$ cat src/rtl/wr_status_pkg.sv
package wr_status_pkg;
  localparam int unsigned DATA_W_DEF     = 8;
  localparam int unsigned POLL_BIT_DEF   = 7;
  localparam int unsigned TOGGLE_BIT_DEF = 6;

  typedef enum logic [1:0] {
    LANE_PASS   = 2'd0,
    LANE_POLL   = 2'd1,
    LANE_TOGGLE = 2'd2
  } lane_kind_e;

  function automatic lane_kind_e lane_kind(int unsigned idx, int unsigned poll_b,
                                           int unsigned tog_b);
    if (idx == poll_b) return LANE_POLL;
    if (idx == tog_b) return LANE_TOGGLE;
    return LANE_PASS;
  endfunction
endpackage

$ cat src/rtl/wr_access_detect.sv
module wr_access_detect (
  input  logic clk,
  input  logic rst_n,
  input  logic ce_n,
  input  logic oe_n,
  input  logic we_n,
  output logic rd_act,
  output logic rd_start
);
  logic act_d;

  assign rd_act   = ~ce_n & ~oe_n & we_n;
  assign rd_start = rd_act & ~act_d;

  always_ff @(posedge clk or negedge rst_n) begin
    if (!rst_n) act_d <= 1'b0;
    else        act_d <= rd_act;
  end

  p_start_edge_r6: assert property (@(posedge clk) disable iff (!rst_n)
    rd_start |=> !rd_start);
endmodule

$ cat src/rtl/wr_toggle_gen.sv
module wr_toggle_gen (
  input  logic clk,
  input  logic rst_n,
  input  logic flip,
  output logic tog_next,
  output logic tog_q
);
  assign tog_next = flip ? ~tog_q : tog_q;

  always_ff @(posedge clk or negedge rst_n) begin
    if (!rst_n) tog_q <= 1'b0;
    else        tog_q <= tog_next;
  end

  p_hold_r7: assert property (@(posedge clk) disable iff (!rst_n)
    !flip |=> $stable(tog_q));
  p_flip_r4: assert property (@(posedge clk) disable iff (!rst_n)
    flip |=> (tog_q != $past(tog_q)));
endmodule

$ cat src/rtl/wr_status_mux.sv
module wr_status_mux #(
  parameter int unsigned DATA_W     = wr_status_pkg::DATA_W_DEF,
  parameter int unsigned POLL_BIT   = wr_status_pkg::POLL_BIT_DEF,
  parameter int unsigned TOGGLE_BIT = wr_status_pkg::TOGGLE_BIT_DEF
) (
  input  logic              clk,
  input  logic              rst_n,
  input  logic              rd_act,
  input  logic              busy,
  input  logic              last_wr_bit,
  input  logic              tog_val,
  input  logic [DATA_W-1:0] array_data,
  output logic [DATA_W-1:0] rd_data,
  output logic              rd_oe
);
  import wr_status_pkg::*;

  logic [DATA_W-1:0] busy_view;
  logic [DATA_W-1:0] next_data;

  for (genvar i = 0; i < DATA_W; i++) begin : g_lane
    localparam lane_kind_e KIND = lane_kind(i, POLL_BIT, TOGGLE_BIT);
    if (KIND == LANE_POLL) begin : g_poll
      assign busy_view[i] = ~last_wr_bit;
    end else if (KIND == LANE_TOGGLE) begin : g_tog
      assign busy_view[i] = tog_val;
    end else begin : g_pass
      assign busy_view[i] = array_data[i];
    end
  end

  always_comb begin
    if (!rd_act)   next_data = '0;
    else if (busy) next_data = busy_view;
    else           next_data = array_data;
  end

  always_ff @(posedge clk or negedge rst_n) begin
    if (!rst_n) begin
      rd_data <= '0;
      rd_oe   <= 1'b0;
    end else begin
      rd_data <= next_data;
      rd_oe   <= rd_act;
    end
  end

  p_quiet_r1: assert property (@(posedge clk) disable iff (!rst_n)
    !rd_oe |-> (rd_data == '0));
  p_poll_r3: assert property (@(posedge clk) disable iff (!rst_n)
    $rose(rd_oe) && $past(busy) |-> rd_data[POLL_BIT] == ~$past(last_wr_bit));
endmodule

$ cat src/rtl/wr_status_reporter.sv
module wr_status_reporter #(
  parameter int unsigned DATA_W     = wr_status_pkg::DATA_W_DEF,
  parameter int unsigned POLL_BIT   = wr_status_pkg::POLL_BIT_DEF,
  parameter int unsigned TOGGLE_BIT = wr_status_pkg::TOGGLE_BIT_DEF
) (
  input  logic              clk,
  input  logic              rst_n,
  input  logic              busy,
  input  logic              last_wr_bit,
  input  logic              ce_n,
  input  logic              oe_n,
  input  logic              we_n,
  input  logic [DATA_W-1:0] array_data,
  output logic [DATA_W-1:0] rd_data,
  output logic              rd_oe
);
  logic rd_act, rd_start, tog_next, tog_q;

  wr_access_detect u_acc (
    .clk(clk), .rst_n(rst_n), .ce_n(ce_n), .oe_n(oe_n), .we_n(we_n),
    .rd_act(rd_act), .rd_start(rd_start)
  );

  wr_toggle_gen u_tog (
    .clk(clk), .rst_n(rst_n), .flip(rd_start & busy),
    .tog_next(tog_next), .tog_q(tog_q)
  );

  wr_status_mux #(.DATA_W(DATA_W), .POLL_BIT(POLL_BIT), .TOGGLE_BIT(TOGGLE_BIT)) u_mux (
    .clk(clk), .rst_n(rst_n), .rd_act(rd_act), .busy(busy),
    .last_wr_bit(last_wr_bit), .tog_val(tog_next), .array_data(array_data),
    .rd_data(rd_data), .rd_oe(rd_oe)
  );

  p_oe_r1: assert property (@(posedge clk) disable iff (!rst_n)
    rd_oe |-> $past(!ce_n && !oe_n && we_n));
  p_pass_r2: assert property (@(posedge clk) disable iff (!rst_n)
    $rose(rd_oe) && !$past(busy) |-> rd_data == $past(array_data));
endmodule

$ cat config.mk
export PLATFORM = sky130hd
export DESIGN_NAME = wr_status_reporter
export DESIGN_NICKNAME = d
export VERILOG_FILES = /design/src/rtl/wr_status_pkg.sv /design/src/rtl/wr_access_detect.sv /design/src/rtl/wr_toggle_gen.sv /design/src/rtl/wr_status_mux.sv /design/src/rtl/wr_status_reporter.sv
export SDC_FILE = /design/constraint.sdc
export NUM_CORES = 1
export LEC_CHECK = 0
export ABC_CLOCK_PERIOD_IN_PS = 800
export BUFFER_PORTS_ARGS = -buffer_cell sky130_fd_sc_hd__buf_2
export CAP_MARGIN = 20
export CORE_AREA = 2 2 39 41
export CTS_CLUSTER_DIAMETER = 50
export DETAILED_ROUTE_END_ITERATION = 16
export DIE_AREA = 0 0 41 43
export HOLD_SLACK_MARGIN = 0.02
export SLEW_MARGIN = 20
export SYNTH_ARGS = -nofsm -noshare
export SYNTH_HDL_FRONTEND = slang
export SYNTH_SLANG_ARGS = --single-unit
$ cat constraint.sdc
create_clock -name clk -period 0.8 [get_ports clk]
set_input_delay 0.16 -clock clk [delete_from_list [all_inputs] [get_ports clk]]
set_output_delay 0.16 -clock clk [all_outputs]
set_load 0.1 [all_outputs]
=== After elaboration in Yosys (flattened, before gate mapping) ===
Cells that the tools add are included.

* Word-level logic and storage cells: 15
* Input bits: 15
* Flip-flop bits (word level): 10
* Output and inout port bits: 9

* Multiplexer cells: 3
* Bitwise logic cells: 9

{| class="wikitable"
|+ Operators by type and width
! operator !! number
|-
| $mux W8 || 2
|-
| $not A1 Y1 || 5
|-
| $and A1 B1 Y1 || 4
|-
| $mux W1 || 1
|}

=== Logic depth before layout (Yosys ltp) ===
Gate-level depths: netlist of the first run.

* Depth after elaboration: 8
* Gate-level depth with buffers: 3

=== Modules after synthesis ===
A second synthesis of the first run with hierarchy kept.

* Cell total of the unflattened synthesis: 25
* Area, all modules: 380.4 µm²

{| class="wikitable"
|+ By module, submodules not included
! module !! instances !! cells an instance !! seq. area each (µm²) !! area each (µm²)
|-
| wr_status_mux || 1 || 19 || 225.2 || 292.8
|-
| wr_access_detect || 1 || 3 || 25.0 || 47.5
|-
| wr_toggle_gen || 1 || 2 || 25.0 || 33.8
|-
| wr_status_reporter || 1 || 1 || 0.0 || 6.3
|}

=== Least setup slack after synthesis of the first run ===
OpenSTA, ideal clock, no wires.

* Path type: reg2reg
* From: register u_mux.rd_oe (netlist name)
* To: register u_mux.rd_data[6]
* Data required time: 0.727 ns
* Path buffers: 0
* Setup time: 0.073 ns
* Cell stages (with the launch flop): 4
* Slack: -0.573 ns
* Arrival time: 1.300 ns
* Cells stage by stage: dfrtp_1 -> xnor2_1 -> mux2i_1 -> nor2b_1

{| class="wikitable"
|+ RTL lines
! what !! line !! RTL
|-
| end signal, assigned || wr_status_mux.sv:43 || <nowiki>rd_data <= next_data;</nowiki>
|-
| end, declared || wr_status_mux.sv:13 || <nowiki>output logic [DATA_W-1:0] rd_data,</nowiki>
|}

=== Worst setup path in the final report of the first run ===
* From: register u_mux.rd_oe
* To: output port rd_oe

{| class="wikitable"
|+ RTL lines
! what !! line !! RTL
|-
| start, declared || wr_status_mux.sv:14 || <nowiki>output logic rd_oe</nowiki>
|-
| start signal, assigned || wr_status_mux.sv:44 || <nowiki>rd_oe <= rd_act;</nowiki>
|-
| end, declared || wr_status_reporter.sv:15 || <nowiki>output logic rd_oe</nowiki>
|}

No word-level cell between the ends.

==> results_dict.tcl, run 1 <==
set metrics [dict create \
    pwr-share-comb 0.254 \
    syn_nets 39 \
    clk_latency_ns 0.26 \
    setup_violations 11 \
    core_area_um2 1380 \
    wl_per_cell_um 9.15 \
    grt_util_all_layers 0.102 \
    routabilityCongestion 0.704 \
    p_switching_w 0.000375 \
    cp-end-kind "primary output" \
    final_nets 72 \
    synthArstFlopShare 1.00 \
    cap_violations 0 \
    required_ns 0.64 \
    cts_resized 0 \
    htreeDepth 1 \
    rsz0062_at_grt "true" \
    maxSlewViolCount 0 \
    synth_area_um2 373 \
    drt_iter0_markers 0 \
    r2r_start "u_mux.rd_oe$_DFF_PN0_" \
    top_usage_layer "met2" \
    yosys_warnings 0 \
    dieArea_um2 1760 \
    r2r-end "u_mux.rd_data[6]$_DFF_PN0_" \
    synthTopCellsByCount "dfrtp_1, and2_2, xnor2_1" \
    finalInstanceArea_um2 762 \
    status "finished with violations" \
    timing_hold_violations_final 0 \
    nFillCells 112 \
    io_buffers 23 \
    drc 0 \
    p_per_area_nw_per_um2 1810 \
    fin_crit_sh 1.35 \
    ys_ff_latch 10 \
    synth.top_cell.area_share 0.671 \
    reg2reg_slack_ns -0.25 \
    cp_cell_sequence "buf_12" \
    ys_seq_area_frac 0.671 \
    final_layout_size_suffix_gt1_frac 0.857 \
    startpoint_type "register" \
    switching_share 0.271 \
    tightest_slew_ns 0.212 \
    max_freq_mhz 924 \
    yosysTopAreaCell "dfrtp_1" \
    worstSetupStartpoint "u_mux.rd_oe$_DFF_PN0_" \
    fin_skew_ns 0.0000848 \
    vias_per_cell 3.96 \
    finalWirelength_um 659 \
    gr-usage-met3 0.0628 \
    use_met1 0.0842 \
    synthFlopType "dfrtp_1" \
    critical_path.top_delay_family "flip-flops" \
    crit_type "register to primary output" \
    antenna_cells 0 \
    power_leakage_nw 0.367 \
    clk_pin_slew_ns 0.07 \
    path_depth 1 \
    regArea_um2 284 \
    synth-edff-count 0 \
    grt_overflow 0 \
    synth_cells 24 \
    crit_path_top_delay_cell "dfrtp_4" \
    synth_most_common_cell "dfrtp_1" \
    critPathCapture "rd_oe" \
    start_util 0.269 \
    synth.area.top_cells "dfrtp_1, and2_2, nor3b_4" \
    num_vias 285 \
    place_area_um2 708 \
    peakVddDrop_mv 0.987 \
    worstRegToRegCells 4 \
    antenna_found_initial 0 \
    layout_setup_ws_ns -0.282 \
    clockPowerShare 0.323 \
    rows 14 \
    clock-root-buffer "clkbuf_4" \
    placed_cells 66 \
    min_path_type "input pin to register" \
    path_buf_inv 1 \
    cts_made_buffers 3 \
    violations "negative setup slack" \
    die_x_um 41 \
    ant_nets 0 \
    grt_max_degree 11 \
    grtUsageMet2 0.159 \
    synth.distinct_cells 9 \
    cts_tree "built" \
    area.growth.synth_to_final_pct 104 \
    power_frac_seq 0.423 \
    grt_pass1_wl_um 1080 \
    grt_pass1_vias 284 \
    crit_arrival_ns 0.92 \
    stdcell_count 72 \
    ios 24 \
    slew_headroom 0.859 \
    p_int_w 0.00101 \
    cpPeakStageDelay_ns 0.49 \
    die_h_um 43 \
    firstDrtPassIters 1 \
    multi_input_area_um2 131 \
    clk_path_buf_depth 2 \
    min_period_ns 1.08 \
    avgSynthCellArea_um2 15.5 \
    cts.sinks 10 \
    crit_fanout 2 \
]
-- through the flow --
stage | setup TNS, ns | total power [W] | hold slack, ns | util | setup slack, ns
floorplan | -0.517 | 0.000774 | -0.136 | - | -0.266
global placement | -0.498 | 0.000939 | 0.0273 | 0.512 | -0.141
detailed placement | -0.569 | 0.000944 | 0.0257 | 0.512 | -0.158
CTS | -3.03 | 0.00140 | 0.105 | 0.551 | -0.292
global route | -3.32 | 0.00147 | 0.0919 | 0.551 | -0.319
finish | -2.92 | 0.00138 | 0.112 | 0.551 | -0.282
-- sequential cells by signal (all words and copies together) (netlist names) --
name	count
u_mux.rd_data	8
u_mux.rd_oe	1
u_tog.tog_q	1
-- area by class of cell --
cell class	instances	share of cell area
Timing Repair Buffer	28	0.381
Sequential cell	10	0.373
Multi-Input combinational cell	14	0.172
Clock buffer	4	0.0476
Tap cell	16	0.0263
-- power by group through the flow --
stage	clock network [W]	registers (W)	logic, W
floorplan	0	0.000698	0.0000754
global placement	0	0.000597	0.000343
detailed placement	0	0.000597	0.000346
CTS	0.000461	0.000585	0.000355
global route	0.000506	0.000585	0.000374
finish	0.000446	0.000584	0.000350
-- per-layer routing --
metal | wire length, µm | part of all wire
met1 | 224 | 0.34
met2 | 402 | 0.61
met3 | 32 | 0.049
met4 | 0 | 0
met5 | 0 | 0
-- logic make-up after synthesis --
kind of cell,after synthesis,synth area share
flops,10,0.671
simple gates,10,0.228
mux,1,0.0268
compound gates,1,0.0268
xor+xnor,2,0.0470
-- cells in the final DEF, fill, tap and decap left out --
cell	n
buf_2	14
buf_12	9
dfrtp_4	9
and2_2	6
buf_4	4
clkbuf_4	3
xnor2_1	2
nor3b_4	1
nand3b_4	1
mux2i_1	1
nor2b_1	1
nand2_1	1
o211a_1	1
clkbuf_8	1
dlygate4sd3_1	1
dfrtp_1	1
-- worst min path at each step --
stage	endpoint	cells past startpoint	slack, ns	startpoint
final	u_mux.rd_data[0]$_DFF_PN0_	2	0.11	array_data[0]
after CTS	u_mux.rd_data[0]$_DFF_PN0_	2	0.10	array_data[0]
after detailed placement	u_mux.rd_data[5]$_DFF_PN0_	1	0.03	rst_n
after floorplan	u_tog.tog_q$_DFF_PN0_	0	-0.14	rst_n
after global placement	u_mux.rd_data[4]$_DFF_PN0_	1	0.03	rst_n
after global routing	u_mux.rd_data[1]$_DFF_PN0_	2	0.09	array_data[1]
-- timing repair --
item / in CTS / in global routing
hold endpoints to repair: 10 / 0
endpoints found under the setup margin: 11 / 11
buffers inserted: 1 / 0
pin swaps: 0 / 0
hold buffers: 1 / 0
Note: power is estimated with default switching activity, not from simulation.
==> inputs of run 2 (changes only) <==
Settings changed: SETUP_SLACK_MARGIN set to 0.15.
==> run 2 against run 1 <==
Compared with the run above: register-to-register slack gained 0.02 ns; clock skew about the same; sequential share of layout area unchanged; cell count did not move; via count fell by 1.1%; worst setup slack better by 0.0068 ns; highest routed layer unchanged; flip-flop and latch count unchanged; routed wire length fell by 2.6%; the run still ends with negative setup slack left; worst hold slack better by 0.0060 ns.
==> results_dict.tcl, run 2 (synthesis gave the netlist of run 1 again) <==
set metrics [dict create \
    hold_start "array_data[5]" \
    layout_setup_ws_ns -0.275 \
    stdcell_count 72 \
    clock-root-buffer "clkbuf_4" \
    pre_cts_ws_ns -0.159 \
    cts_tree "built" \
    r2r_start "u_mux.rd_oe$_DFF_PN0_" \
    regArea_um2 284 \
    fin_tns_setup_ns -2.86 \
    switching_share 0.268 \
    vias_per_cell 3.92 \
    min_period_ns 1.08 \
    final_common_cell "buf_2" \
    timing_hold_violations_final 0 \
    cts.sinks 10 \
    slew_headroom 0.860 \
    power_leakage_nw 0.369 \
    fin_crit_sh 1.34 \
    cts_made_buffers 3 \
    dieArea_um2 1760 \
    final_layout_size_suffix_gt1_frac 0.857 \
    path_buf_inv 1 \
    routabilityCongestion 0.702 \
    multi_input_area_um2 131 \
    die_x_um 41 \
    die_h_um 43 \
    maxSlewViolCount 0 \
    antenna_found_initial 0 \
    p_int_w 0.00101 \
    power_frac_seq 0.425 \
    crit_type "register to primary output" \
    clk_latency_ns 0.25 \
    grt_pass1_vias 279 \
    violations "negative setup slack" \
    cp-end-kind "primary output" \
    status "finished with violations" \
    num_vias 282 \
    antenna_cells 0 \
    crit_path_top_delay_cell "dfrtp_4" \
    regMostFlops "u_mux.rd_data" \
    p_per_area_nw_per_um2 1800 \
    firstDrtPassIters 1 \
    nFillCells 113 \
    clk_pin_slew_ns 0.06 \
    wl_per_cell_um 8.92 \
    placed_cells 66 \
    area.growth.synth_to_final_pct 104 \
    rsz0062_at_grt "true" \
    drc 0 \
    rows 14 \
    final_nets 72 \
    clk_path_buf_depth 2 \
    fin_skew_ns 0.0000556 \
    peakVddDrop_mv 1.20 \
    hold_ws_ns 0.118 \
    crit_arrival_ns 0.92 \
    required_ns 0.64 \
    finish.utilization 0.551 \
    ant_nets 0 \
    min_path_type "input pin to register" \
    ios 24 \
    grt_max_degree 11 \
    grt_overflow 0 \
    worstSetupStartpoint "u_mux.rd_oe$_DFF_PN0_" \
    layout_common_cells "buf_2, buf_12, dfrtp_4" \
    cts_resized 0 \
    pwr-share-comb 0.256 \
    critical_path.top_delay_family "flip-flops" \
    startpoint_type "register" \
    drt_iter0_markers 0 \
    grt_pass1_wl_um 1010 \
    cpPeakStageDelay_ns 0.49 \
    cp_cell_sequence "buf_12" \
    reg_top3 "u_mux.rd_data (8), u_mux.rd_oe (1), u_tog.tog_q (1)" \
    crit_fanout 2 \
    finalWirelength_um 642 \
    tightest_slew_ns 0.210 \
    htreeDepth 1 \
    grt_util_all_layers 0.0844 \
    core_area_um2 1380 \
    setup_violations 11 \
    p_switching_w 0.000369 \
    clockPowerShare 0.319 \
    largest_reg_flops 8 \
    start_util 0.269 \
    max_freq_mhz 930 \
    io_buffers 23 \
    cap_violations 0 \
]
run 2: final timing paths:
| check | endpoint | slack [ns] | cells after the start |
|---|---|---|---|
| max in group asynchronous | u_mux.rd_oe$_DFF_PN0_ | 0.32 | 2 |
| worst min register to register | u_tog.tog_q$_DFF_PN0_ | 0.58 | 2 |
| worst min-delay path | u_mux.rd_data[5]$_DFF_PN0_ | 0.12 | 2 |
| worst max register to register | u_mux.rd_data[6]$_DFF_PN0_ | -0.23 | 4 |
| worst max-delay path | rd_oe | -0.28 | 1 |
| min in group asynchronous | u_mux.rd_data[0]$_DFF_PN0_ | 0.28 | 2 |
run 2: per-stage QoR:
stage / total power, W / area (µm²)
after floorplan: 0.000773 / 415
after global placement: 0.000939 / 708
after detailed placement: 0.000945 / 708
after CTS: 0.00140 / 762
after global routing: 0.00144 / 762
final: 0.00137 / 762
run 2: repair_timing:
| action | in CTS | in global routing |
|---|---|---|
| hold buffers | 1 | 0 |
| setup endpoints to repair | 11 | 11 |
| hold endpoints to repair | 10 | 0 |
| setup buffers | 1 | 0 |
run 2: area by class of cell:
type / count / area share
multi-input cells: 14 / 0.172
repair buffers: 28 / 0.381
well taps: 16 / 0.0263
clock buffers: 4 / 0.0476
flip-flops and latches: 10 / 0.373
run 2: metal layers:
metal  up-vias  part of all wire  GRT usage
met3         0             0.056          0
met4         0                 0     0.0600
met1       128              0.32     0.0940
li1        142                 -          -
met5         -                 0          0
met2        12              0.62      0.144
run 2: power groups by stage:
stage | combinational [W] | clock (W) | sequential [W]
finish | 0.000352 | 0.000438 | 0.000584
global route | 0.000379 | 0.000475 | 0.000585
CTS | 0.000356 | 0.000463 | 0.000585
detailed placement | 0.000348 | 0 | 0.000597
global placement | 0.000342 | 0 | 0.000597
floorplan | 0.0000753 | 0 | 0.000698
